==> src/rtl/sreg_pkg.sv <==
package sreg_pkg;

  typedef enum logic [2:0] {
    ST_IDLE,
    ST_SETUP,
    ST_HIGH,
    ST_LOW,
    ST_GAP,
    ST_HOLD,
    ST_REST
  } sreg_state_e;

  function automatic logic [7:0] make_cmd(input logic wr, input logic [4:0] addr);
    return {wr, 2'b00, addr};
  endfunction

  function automatic int unsigned max2(input int unsigned a, input int unsigned b);
    return (a > b) ? a : b;
  endfunction

endpackage

==> src/rtl/sreg_gap_timer.sv <==
module sreg_gap_timer #(
  parameter int unsigned W = 10
) (
  input  logic         clk,
  input  logic         rst_n,
  input  logic         load,
  input  logic [W-1:0] load_val,
  output logic         expired
);

  logic [W-1:0] cnt;

  always_ff @(posedge clk or negedge rst_n) begin
    if (!rst_n) begin
      cnt <= '0;
    end else if (load) begin
      cnt <= load_val;
    end else if (cnt != '0) begin
      cnt <= cnt - 1'b1;
    end
  end

  assign expired = (cnt == '0);

  // an idle, expired counter stays expired until reloaded
  a_r7_stay_expired: assert property (@(posedge clk) disable iff (!rst_n)
    expired && !load |=> expired);

endmodule

==> src/rtl/sreg_tx_shift.sv <==
module sreg_tx_shift #(
  parameter int unsigned BYTE_W = 8
) (
  input  logic              clk,
  input  logic              rst_n,
  input  logic              load,
  input  logic [BYTE_W-1:0] load_byte,
  input  logic              shift,
  output logic              mosi
);

  logic [BYTE_W-1:0] q;

  always_ff @(posedge clk or negedge rst_n) begin
    if (!rst_n) begin
      q <= '0;
    end else if (load) begin
      q <= load_byte;
    end else if (shift) begin
      q <= {q[BYTE_W-2:0], 1'b0};
    end
  end

  assign mosi = q[BYTE_W-1];

  // without a load or shift strobe the line holds its value
  a_r6_line_holds: assert property (@(posedge clk) disable iff (!rst_n)
    !load && !shift |=> $stable(mosi));

endmodule

==> src/rtl/sreg_rx_collect.sv <==
module sreg_rx_collect #(
  parameter int unsigned DATA_W = 24
) (
  input  logic              clk,
  input  logic              rst_n,
  input  logic              clear,
  input  logic              sample,
  input  logic              bit_in,
  output logic [DATA_W-1:0] word
);

  always_ff @(posedge clk or negedge rst_n) begin
    if (!rst_n) begin
      word <= '0;
    end else if (clear) begin
      word <= '0;
    end else if (sample) begin
      word <= {word[DATA_W-2:0], bit_in};
    end
  end

  // the collector is never cleared and sampled in the same cycle
  a_r5_clear_excl: assert property (@(posedge clk) disable iff (!rst_n)
    !(clear && sample));

endmodule

==> src/rtl/sreg_host.sv <==
module sreg_host
  import sreg_pkg::*;
#(
  parameter int unsigned MAX_BYTES = 3,
  parameter int unsigned BYTE_W    = 8,
  parameter int unsigned ADDR_W    = 5,
  parameter int unsigned HALF_CYC  = 19,
  parameter int unsigned CSS_CYC   = 3,
  parameter int unsigned CSH_CYC   = 13,
  parameter int unsigned GAP_CYC   = 500,
  parameter int unsigned XFER_CYC  = 800
) (
  input  logic                          clk,
  input  logic                          rst_n,
  input  logic                          req_valid,
  output logic                          req_ready,
  input  logic                          req_write,
  input  logic [ADDR_W-1:0]             req_addr,
  input  logic [$clog2(MAX_BYTES+1)-1:0] req_count,
  input  logic [MAX_BYTES*BYTE_W-1:0]   req_wdata,
  output logic                          rsp_valid,
  output logic [MAX_BYTES*BYTE_W-1:0]   rsp_rdata,
  output logic                          ser_cs_n,
  output logic                          ser_clk,
  output logic                          ser_mosi,
  input  logic                          ser_miso
);

  localparam int unsigned DATA_W  = MAX_BYTES * BYTE_W;
  localparam int unsigned CNT_W   = $clog2(MAX_BYTES + 1);
  localparam int unsigned BIT_W   = $clog2(BYTE_W);
  localparam int unsigned TMR_MAX = max2(max2(max2(HALF_CYC, CSS_CYC), max2(CSH_CYC, GAP_CYC)), XFER_CYC);
  localparam int unsigned TMR_W   = $clog2(TMR_MAX + 1);

  localparam logic [TMR_W-1:0] T_HALF = TMR_W'(HALF_CYC - 1);
  localparam logic [TMR_W-1:0] T_CSS  = TMR_W'(CSS_CYC - 1);
  localparam logic [TMR_W-1:0] T_CSH  = TMR_W'(CSH_CYC - 1);
  localparam logic [TMR_W-1:0] T_GAP  = TMR_W'(GAP_CYC - 1);
  localparam logic [TMR_W-1:0] T_XFER = TMR_W'(XFER_CYC - 1);
  localparam logic [BIT_W-1:0] LAST_BIT = BIT_W'(BYTE_W - 1);

  sreg_state_e state, state_d;
  logic [BIT_W-1:0] bitc, bit_d;
  logic [CNT_W-1:0] left, left_d, eff_count;
  logic             wr_q, wr_d;
  logic             rdp_q, rdp_d;
  logic [DATA_W-1:0] wd_q, wd_d;
  logic             sclk_q, sclk_d;
  logic             cs_n_q, cs_d;
  logic             done_q, done_d;
  logic [BYTE_W-1:0] data_byte;

  logic             tmr_load, tmr_zero;
  logic [TMR_W-1:0] tmr_val;
  logic             tx_load, tx_shift;
  logic [BYTE_W-1:0] tx_byte;
  logic             rx_clear, rx_sample;

  sreg_gap_timer #(.W(TMR_W)) u_timer (
    .clk      (clk),
    .rst_n    (rst_n),
    .load     (tmr_load),
    .load_val (tmr_val),
    .expired  (tmr_zero)
  );

  sreg_tx_shift #(.BYTE_W(BYTE_W)) u_tx (
    .clk       (clk),
    .rst_n     (rst_n),
    .load      (tx_load),
    .load_byte (tx_byte),
    .shift     (tx_shift),
    .mosi      (ser_mosi)
  );

  sreg_rx_collect #(.DATA_W(DATA_W)) u_rx (
    .clk    (clk),
    .rst_n  (rst_n),
    .clear  (rx_clear),
    .sample (rx_sample),
    .bit_in (ser_miso),
    .word   (rsp_rdata)
  );

  // count 0 is taken as a single byte
  assign eff_count = (req_count == '0) ? CNT_W'(1) : req_count;

  // pick the write byte whose position matches the number of bytes still to send
  always_comb begin
    data_byte = '0;
    for (int k = 0; k < MAX_BYTES; k++) begin
      if (left == CNT_W'(k + 1)) data_byte = wd_q[k*BYTE_W +: BYTE_W];
    end
  end

  always_comb begin
    state_d   = state;
    bit_d     = bitc;
    left_d    = left;
    wr_d      = wr_q;
    rdp_d     = rdp_q;
    wd_d      = wd_q;
    sclk_d    = sclk_q;
    cs_d      = cs_n_q;
    done_d    = 1'b0;
    tmr_load  = 1'b0;
    tmr_val   = '0;
    tx_load   = 1'b0;
    tx_byte   = '0;
    tx_shift  = 1'b0;
    rx_clear  = 1'b0;
    rx_sample = 1'b0;
    unique case (state)
      ST_IDLE: begin
        if (req_valid) begin
          state_d  = ST_SETUP;
          tmr_load = 1'b1;
          tmr_val  = T_CSS;
          cs_d     = 1'b0;
          wr_d     = req_write;
          left_d   = eff_count;
          wd_d     = req_wdata;
          rdp_d    = 1'b0;
          bit_d    = '0;
          tx_load  = 1'b1;
          tx_byte  = make_cmd(req_write, req_addr);
          rx_clear = 1'b1;
        end
      end
      ST_SETUP, ST_GAP: begin
        if (tmr_zero) begin
          state_d  = ST_HIGH;
          tmr_load = 1'b1;
          tmr_val  = T_HALF;
        end
      end
      ST_HIGH: begin
        if (tmr_zero) begin
          state_d   = ST_LOW;
          sclk_d    = 1'b0;
          tmr_load  = 1'b1;
          tmr_val   = T_HALF;
          rx_sample = rdp_q;
        end
      end
      ST_LOW: begin
        if (tmr_zero) begin
          sclk_d   = 1'b1;
          tmr_load = 1'b1;
          if (bitc != LAST_BIT) begin
            bit_d    = bitc + 1'b1;
            tx_shift = 1'b1;
            state_d  = ST_HIGH;
            tmr_val  = T_HALF;
          end else begin
            bit_d = '0;
            if (left != '0) begin
              left_d  = left - 1'b1;
              tx_load = 1'b1;
              tx_byte = wr_q ? data_byte : '0;
              rdp_d   = !wr_q;
              state_d = ST_GAP;
              tmr_val = T_GAP;
            end else begin
              rdp_d   = 1'b0;
              state_d = ST_HOLD;
              tmr_val = T_CSH;
            end
          end
        end
      end
      ST_HOLD: begin
        if (tmr_zero) begin
          cs_d     = 1'b1;
          done_d   = 1'b1;
          state_d  = ST_REST;
          tmr_load = 1'b1;
          tmr_val  = T_XFER;
        end
      end
      ST_REST: begin
        if (tmr_zero) state_d = ST_IDLE;
      end
      default: state_d = ST_IDLE;
    endcase
  end

  always_ff @(posedge clk or negedge rst_n) begin
    if (!rst_n) begin
      state  <= ST_IDLE;
      bitc   <= '0;
      left   <= '0;
      wr_q   <= 1'b0;
      rdp_q  <= 1'b0;
      wd_q   <= '0;
      sclk_q <= 1'b1;
      cs_n_q <= 1'b1;
      done_q <= 1'b0;
    end else begin
      state  <= state_d;
      bitc   <= bit_d;
      left   <= left_d;
      wr_q   <= wr_d;
      rdp_q  <= rdp_d;
      wd_q   <= wd_d;
      sclk_q <= sclk_d;
      cs_n_q <= cs_d;
      done_q <= done_d;
    end
  end

  assign req_ready = (state == ST_IDLE);
  assign rsp_valid = done_q;
  assign ser_clk   = sclk_q;
  assign ser_cs_n  = cs_n_q;

  // a taken request starts a transfer on the next edge
  a_r2_accept_starts: assert property (@(posedge clk) disable iff (!rst_n)
    req_valid && req_ready |=> !ser_cs_n && !req_ready);

  // inside a transfer MOSI moves only with a rising SCLK
  a_r6_mosi_on_rise: assert property (@(posedge clk) disable iff (!rst_n)
    !ser_cs_n && !$past(ser_cs_n) && !$stable(ser_mosi) |-> $rose(ser_clk));

  // SCLK falls only while chip-select is low
  a_r7_fall_in_frame: assert property (@(posedge clk) disable iff (!rst_n)
    $fell(ser_clk) |-> !ser_cs_n);

  // chip-select rises with SCLK resting high
  a_r10_cs_rise_clk_high: assert property (@(posedge clk) disable iff (!rst_n)
    $rose(ser_cs_n) |-> ser_clk);

  // the response strobe coincides with chip-select rising and lasts one cycle
  a_r11_strobe_with_cs: assert property (@(posedge clk) disable iff (!rst_n)
    rsp_valid |-> $rose(ser_cs_n));

  a_r11_single_cycle: assert property (@(posedge clk) disable iff (!rst_n)
    rsp_valid |=> !rsp_valid);

endmodule

==> config.mk <==
export PLATFORM = sky130hd
export DESIGN_NAME = sreg_host
export DESIGN_NICKNAME = d
export VERILOG_FILES = /design/src/rtl/sreg_pkg.sv /design/src/rtl/sreg_gap_timer.sv /design/src/rtl/sreg_tx_shift.sv /design/src/rtl/sreg_rx_collect.sv /design/src/rtl/sreg_host.sv
export SDC_FILE = /design/constraint.sdc
export NUM_CORES = 1
export LEC_CHECK = 0
export CAP_MARGIN = 20
export CORE_MARGIN = 2
export CORE_UTILIZATION = 35
export DETAILED_ROUTE_END_ITERATION = 7
export GPL_TIMING_DRIVEN = 0
export SLEW_MARGIN = 40
export SYNTH_ARGS = -nofsm -noshare
export SYNTH_HDL_FRONTEND = slang
export SYNTH_SLANG_ARGS = --single-unit
==> constraint.sdc <==
create_clock -name clk -period 3.15 [get_ports clk]
set_input_delay 0.315 -clock clk [delete_from_list [all_inputs] [get_ports clk]]
set_output_delay 0.315 -clock clk [all_outputs]
set_load 0.02 [all_outputs]
After elaboration in Yosys (flattened, before gate mapping)

Cells that the tools add are included.

Register bits after elaboration: 79
Latch bits: 0
RAM bits: 0
Bits in read-only memories: 0
Bits of input ports: 36
Output and inout port bits: 29
Logic and storage cells: 119
Memories kept: 0

$add $sub $neg: 3
Multiply operators: 0
Div/mod/pow operators: 0
Magnitude comparators: 0
Equal/unequal tests: 18
Shift-type cells: 0
Muxes and demuxes: 64
Bitwise operators: 0
Reduce and logical (&&, ||, !) cells: 22

Operators with widths:

| kind                  | number |
|---|---|
| $mux 8                | 10 |
| $mux 24               | 2 |
| $pmux 10 s4           | 1 |
| $mux 10               | 3 |
| $mux 3                | 10 |
| $mux 9                | 3 |
| $mux 1                | 19 |
| $pmux 3 s6            | 1 |
| $ne 2x2->1 const B    | 8 |
| $pmux 8 s2            | 1 |
| $reduce_bool 2->1     | 7 |
| $mux 2                | 6 |
| $logic_not 10->1      | 1 |
| $pmux 1 s2            | 5 |
| $reduce_bool 10->1    | 1 |
| $sub 10x1->10 const B | 1 |
| $eq 3x3->1 const B    | 3 |
| $reduce_and 3->1      | 3 |
| $eq 3x2->1 const B    | 2 |
| $pmux 3 s2            | 1 |
| $reduce_and 6->1      | 1 |
| $mux 5                | 1 |
| $reduce_and 5->1      | 1 |
| $reduce_or 5->1       | 1 |
| 14 further kinds      | 15 |

Logic depth before layout (Yosys ltp)

Depth in word-level cells: 10
Depth in mapped cells: 8
Mapped depth without buffers: 6

Hierarchy

From an unflattened synthesis, not the netlist that was laid out.

Cell total of the unflattened synthesis: 358
Area, all modules: 3950.0 µm²

By module, submodules not included:

| module          | times used | cells each | area an instance (µm²) | sequential area each (µm²) |
|---|---|---|---|---|
| sreg_host       | 1          | 184        | 1984.4                 | 928.4 |
| sreg_rx_collect | 1          | 77         | 989.7                  | 600.6 |
| sreg_gap_timer  | 1          | 63         | 606.8                  | 250.2 |
| sreg_tx_shift   | 1          | 34         | 369.1                  | 200.2 |

Worst setup path after synthesis

No wires, ideal clock.

Kind: reg-to-reg
From: reg left[0]
To: reg u_tx.q[4]
Library setup time: 122 ps
Data arrival time: 2131 ps
Data required time: 3028 ps
Path slack: 897 ps
Stages on the path, launching flop included: 8
Buffers on the path: 1
Period minus slack after synthesis: 2253 ps
Cells stage by stage: dfrtp_1 > inv_1 > ha_1 > or4b_2 > nor4_4 > buf_6 > o21ai_2 > a32o_1

Word-level cells in the longest chain between the ends: 10
Elaborated cells on any way between the ends: 18
Classes of those cells: eq/ne: 3; mux: 13; reduce/logical: 2

RTL lines:

| what                   | line                | text |
|---|---|---|
| from (decl)            | sreg_host.sv:44     | `logic [CNT_W-1:0] left, left_d, eff_count;` |
| from (signal assigned) | sreg_host.sv:202    | `left <= left_d;` |
| $eq 2x1->1             | sreg_host.sv:92     | `if (left == CNT_W'(k + 1)) data_byte = wd_q[k*BYTE_W +: BYTE_W];` |
| $mux 8 (3 in series)   | sreg_host.sv:92     |  |
| $mux 8                 | sreg_host.sv:160    | `tx_byte = wr_q ? data_byte : '0;` |
| $mux 8                 | sreg_host.sv:157    | `if (left != '0) begin` |
| $mux 8                 | sreg_host.sv:150    | `if (bitc != LAST_BIT) begin` |
| $mux 8                 | sreg_host.sv:147    | `if (tmr_zero) begin` |
| $pmux 8 s2             | sreg_host.sv:113    | `unique case (state)` |
| $mux 8                 | sreg_tx_shift.sv:17 | `end else if (load) begin` |
| to (signal assigned)   | sreg_tx_shift.sv:18 | `q <= load_byte;` |
| to (signal assigned)   | sreg_tx_shift.sv:20 | `q <= {q[BYTE_W-2:0], 1'b0};` |
| to (decl)              | sreg_tx_shift.sv:12 | `logic [BYTE_W-1:0] q;` |

Several ways; a longest one is shown, not always the timed one.
A chain may end at the register's enable or synchronous reset.

Worst setup path after layout

From: reg u_timer.cnt[0]
To: reg u_tx.q[1]

Word-level cells in the longest chain between the ends: 4
Elaborated cells on any way between the ends: 9
Classes of those cells: mux: 7; reduce/logical: 2

RTL lines:

| what                                        | line                 | text |
|---|---|---|
| from (decl)                                 | sreg_gap_timer.sv:11 | `logic [W-1:0] cnt;` |
| from (signal assigned)                      | sreg_gap_timer.sv:17 | `cnt <= load_val;` |
| from (signal assigned)                      | sreg_gap_timer.sv:19 | `cnt <= cnt - 1'b1;` |
| $logic_not 10->1 *                          | sreg_gap_timer.sv:23 | `assign expired = (cnt == '0);` |
| $mux 8 or $mux 1 (tied branches)            | sreg_host.sv:147     |  |
| $pmux 8 s2, or another cell as far along    | sreg_host.sv:113     |  |
| $mux 8 or $reduce_bool 2->1 (tied branches) | n/a                  |  |

Mark *: on every way between the ends. The rest lies on a longest branch, timed or not.

==> results.sh <==
export IMPL_post_route_drc_count=0
export IMPL_synth_edf_count=0
export IMPL_route_antenna_remaining_nets=0
export IMPL_skew_ns=0.0113
export IMPL_worstPathArrival_ns=2.88
export IMPL_ys_seq_elements=79
export IMPL_async_flop_share=1.00
export IMPL_numPortBuffers=64
export IMPL_p_leak_nw=2.32
export IMPL_place_congestion=0.830
export IMPL_die_w_um=110
export IMPL_synth_fp_nets=449
export IMPL_irDropWorstVdd_uv=211
export IMPL_grt_max_degree=58
export IMPL_fin_cells=628
export IMPL_fillCellCount=1079
export IMPL_drt_initial_drc_count=190
export IMPL_num_rows=38
export IMPL_regArea_sq_um=1980
export IMPL_grt_pass1_vias=3094
export IMPL_boundaryPins=65
export IMPL_setup_violations=0
export IMPL_syn_area_sq_um=3930
export IMPL_slew_headroom=0.539
export IMPL_synth_area_top_cells="dfrtp_1 49%, nand2_1 9.0%, mux2i_1 6.9%"
export IMPL_hold_viol_final=0
export IMPL_status="complete, no violations"
export IMPL_core_area_sq_um=10900
export IMPL_area_growth_pct=27.0
export IMPL_synth_avg_cell_area_sq_um=9.68
export IMPL_drt_first_pass_iters=8
export IMPL_wl_per_cell_um=15.2
export IMPL_final_common_cell="nand2_1"
export IMPL_ctsResizeCount=0
export IMPL_fin_crit_ns=2.62
export IMPL_gr_total_overflow=0
export IMPL_final_max_slew_violation_count=0
export IMPL_cts_max_path_buffers=2
export IMPL_synth_top_cell_area_share=0.490
export IMPL_synthCells=406
export IMPL_synth_warnings=0
export IMPL_power_density_nw_per_um2=418
export IMPL_multi_input_area_sq_um=1810
export IMPL_required_ns=3.41
export IMPL_end_kind="register"
export IMPL_cts_sinks=79
export IMPL_routed_via_density=5.09
export IMPL_yosysSeqAreaShare=0.504
export IMPL_most_common_layout_cells="94 x nand2_1, 77 x dfrtp_1, 63 x clkdlybuf4s50_1, 31 x nor2_1, 27 x mux2i_1"
export IMPL_dpl_cell_count=611
export IMPL_cts_inserted_buffers=9
export IMPL_synth_area_leader_cell="dfrtp_1"
export IMPL_timing_fmax_mhz=381
export IMPL_num_antenna_cells=0
export IMPL_hold_path_class="in2async"
export IMPL_nets=526
export IMPL_ctsRootBufferMaster="clkbuf_8"
export IMPL_routed_wl_mm=9.54
export IMPL_path_max_fanout=9
export IMPL_die_h_um=110
export IMPL_path_clk_slew_ns=0.09
export IMPL_die_area_sq_um=12100
export IMPL_insertion_delay_ns=0.37
export IMPL_synth_cell_types=60
export IMPL_crit_type="reg2reg"
export IMPL_layout_drive_gt1_share=0.0861
export IMPL_worstMarginPinSlew_ns=0.690
export IMPL_rsz0062_at_grt="no"
export IMPL_synth_main_ff_cell="dfrtp_1"
export IMPL_start_util=0.361
export IMPL_cap_viol_max_count=0
export IMPL_tns_ns=0
export IMPL_grt_pass1_wl_mm=15.6
export IMPL_antenna_found_initial=0
export IMPL_cts_tree="done"
export IMPL_start_kind="register"
export IMPL_cts_max_level=3
export IMPL_vias=3198
export IMPL_grt_usage=0.168
export IMPL_post_route_period_util=0.833
export IMPL_dpl_hpwl_mm=6.77
==> path summary, 6_finish.rpt <==
kind / start / cells past startpoint / end / slack, ns
worst max-delay path: u_timer.cnt[0]$_DFFE_PN0P_ / 6 / u_tx.q[1]$_DFFE_PN0P_ / 0.53
worst min-delay path: rst_n / 2 / state[1]$_DFFE_PN0P_ / 0.36
worst max register to register: u_timer.cnt[0]$_DFFE_PN0P_ / 6 / u_tx.q[1]$_DFFE_PN0P_ / 0.53
worst min register to register: wd_q[3]$_DFFE_PN0P_ / 2 / wd_q[3]$_DFFE_PN0P_ / 0.48
max in group asynchronous: rst_n / 3 / ser_clk$_DFFE_PN1P_ / 2.22
min in group clk: req_wdata[6] / 3 / wd_q[6]$_DFFE_PN0P_ / 0.47
==> critical path, cell delays in order, from the launching register on <==
cell	delay [ns]
dfrtp_1	0.42
inv_1	0.07
ha_1	0.19
nor3b_1	0.60
nand4_1	0.55
and2_1	0.39
o31a_1	0.30
==> kinds of logic after synthesis <==
kind of cell,share of synthesized area
adders and majority gates,0.0223
buffers and inverters,0.0366
DFF,0.504
AOI/OAI and AO/OA,0.126
xor gates and xnor gates,0.00891
and+or+nand+nor,0.229
muxes,0.0745
==> state kept, by name, indices dropped and copies added (netlist names) <==
| register | count |
|---|---|
| rdp_q | 1 |
| left | 2 |
| u_timer.cnt | 10 |
| ser_cs_n | 1 |
| wr_q | 1 |
| u_rx.word | 24 |
| ser_clk | 1 |
| bitc | 3 |
| rsp_valid | 1 |
| wd_q | 24 |
| state | 3 |
| u_tx.q | 8 |
==> layer usage <==
| layer | vias to the layer above | share of wire | wire length (um) | GRT usage |
|---|---|---|---|---|
| met4 | 0 | 0.0091 | 87 | 0.0461 |
| met5 | - | 0 | 0 | 0 |
| met3 | 11 | 0.052 | 492 | 0.0412 |
| met1 | 1533 | 0.48 | 4590 | 0.233 |
| li1 | 1584 | - | - | - |
| met2 | 70 | 0.46 | 4360 | 0.261 |
==> cell type report <==
type	count	area share
buffer	25	0.0228
clock buffer	10	0.0276
clock inverter	6	0.0138
inverter	8	0.00602
multi-input combinational	294	0.362
sequential	79	0.396
tap	140	0.0351
timing repair buffer	66	0.136
==> report_power, final <==
group | internal [mW] | switching, mW
clock | 0.393 | 0.399
combinational | 0.108 | 0.102
sequential | 1.05 | 0.0322
==> synth_stat cells (all sizes together) (4+ instances only) <==
cell	n
or3	5
buf	7
nor2	31
dfrtp	77
nand2	94
xnor2	4
nand3b	6
mux2i	27
o21ai	20
a221oi	6
nor2b	6
nor4	6
a21oi	13
inv	8
nor3	7
nand3	6
ha	7
clkbuf	18
==> timing repair <==
action	in CTS	in global routing
setup buffers	0	0
hold endpoints to repair	21	0
hold buffers	1	0
==> per-stage QoR <==
step | hold slack, ns | area, sq um | utilization | power (mW) | setup WS, ns
after floorplan | 0.0194 | 3930 | - | 1.19 | 0.897
after global placement | 0.459 | 4750 | 0.436 | 1.31 | -1.11
after detailed placement | 0.186 | 4780 | 0.439 | 1.32 | 0.429
after CTS | 0.367 | 4990 | 0.459 | 2.11 | 0.551
after global routing | 0.379 | 4990 | 0.459 | 2.19 | 0.248
final | 0.359 | 4990 | 0.459 | 2.09 | 0.526
Note: power is estimated with default switching activity, not from simulation.
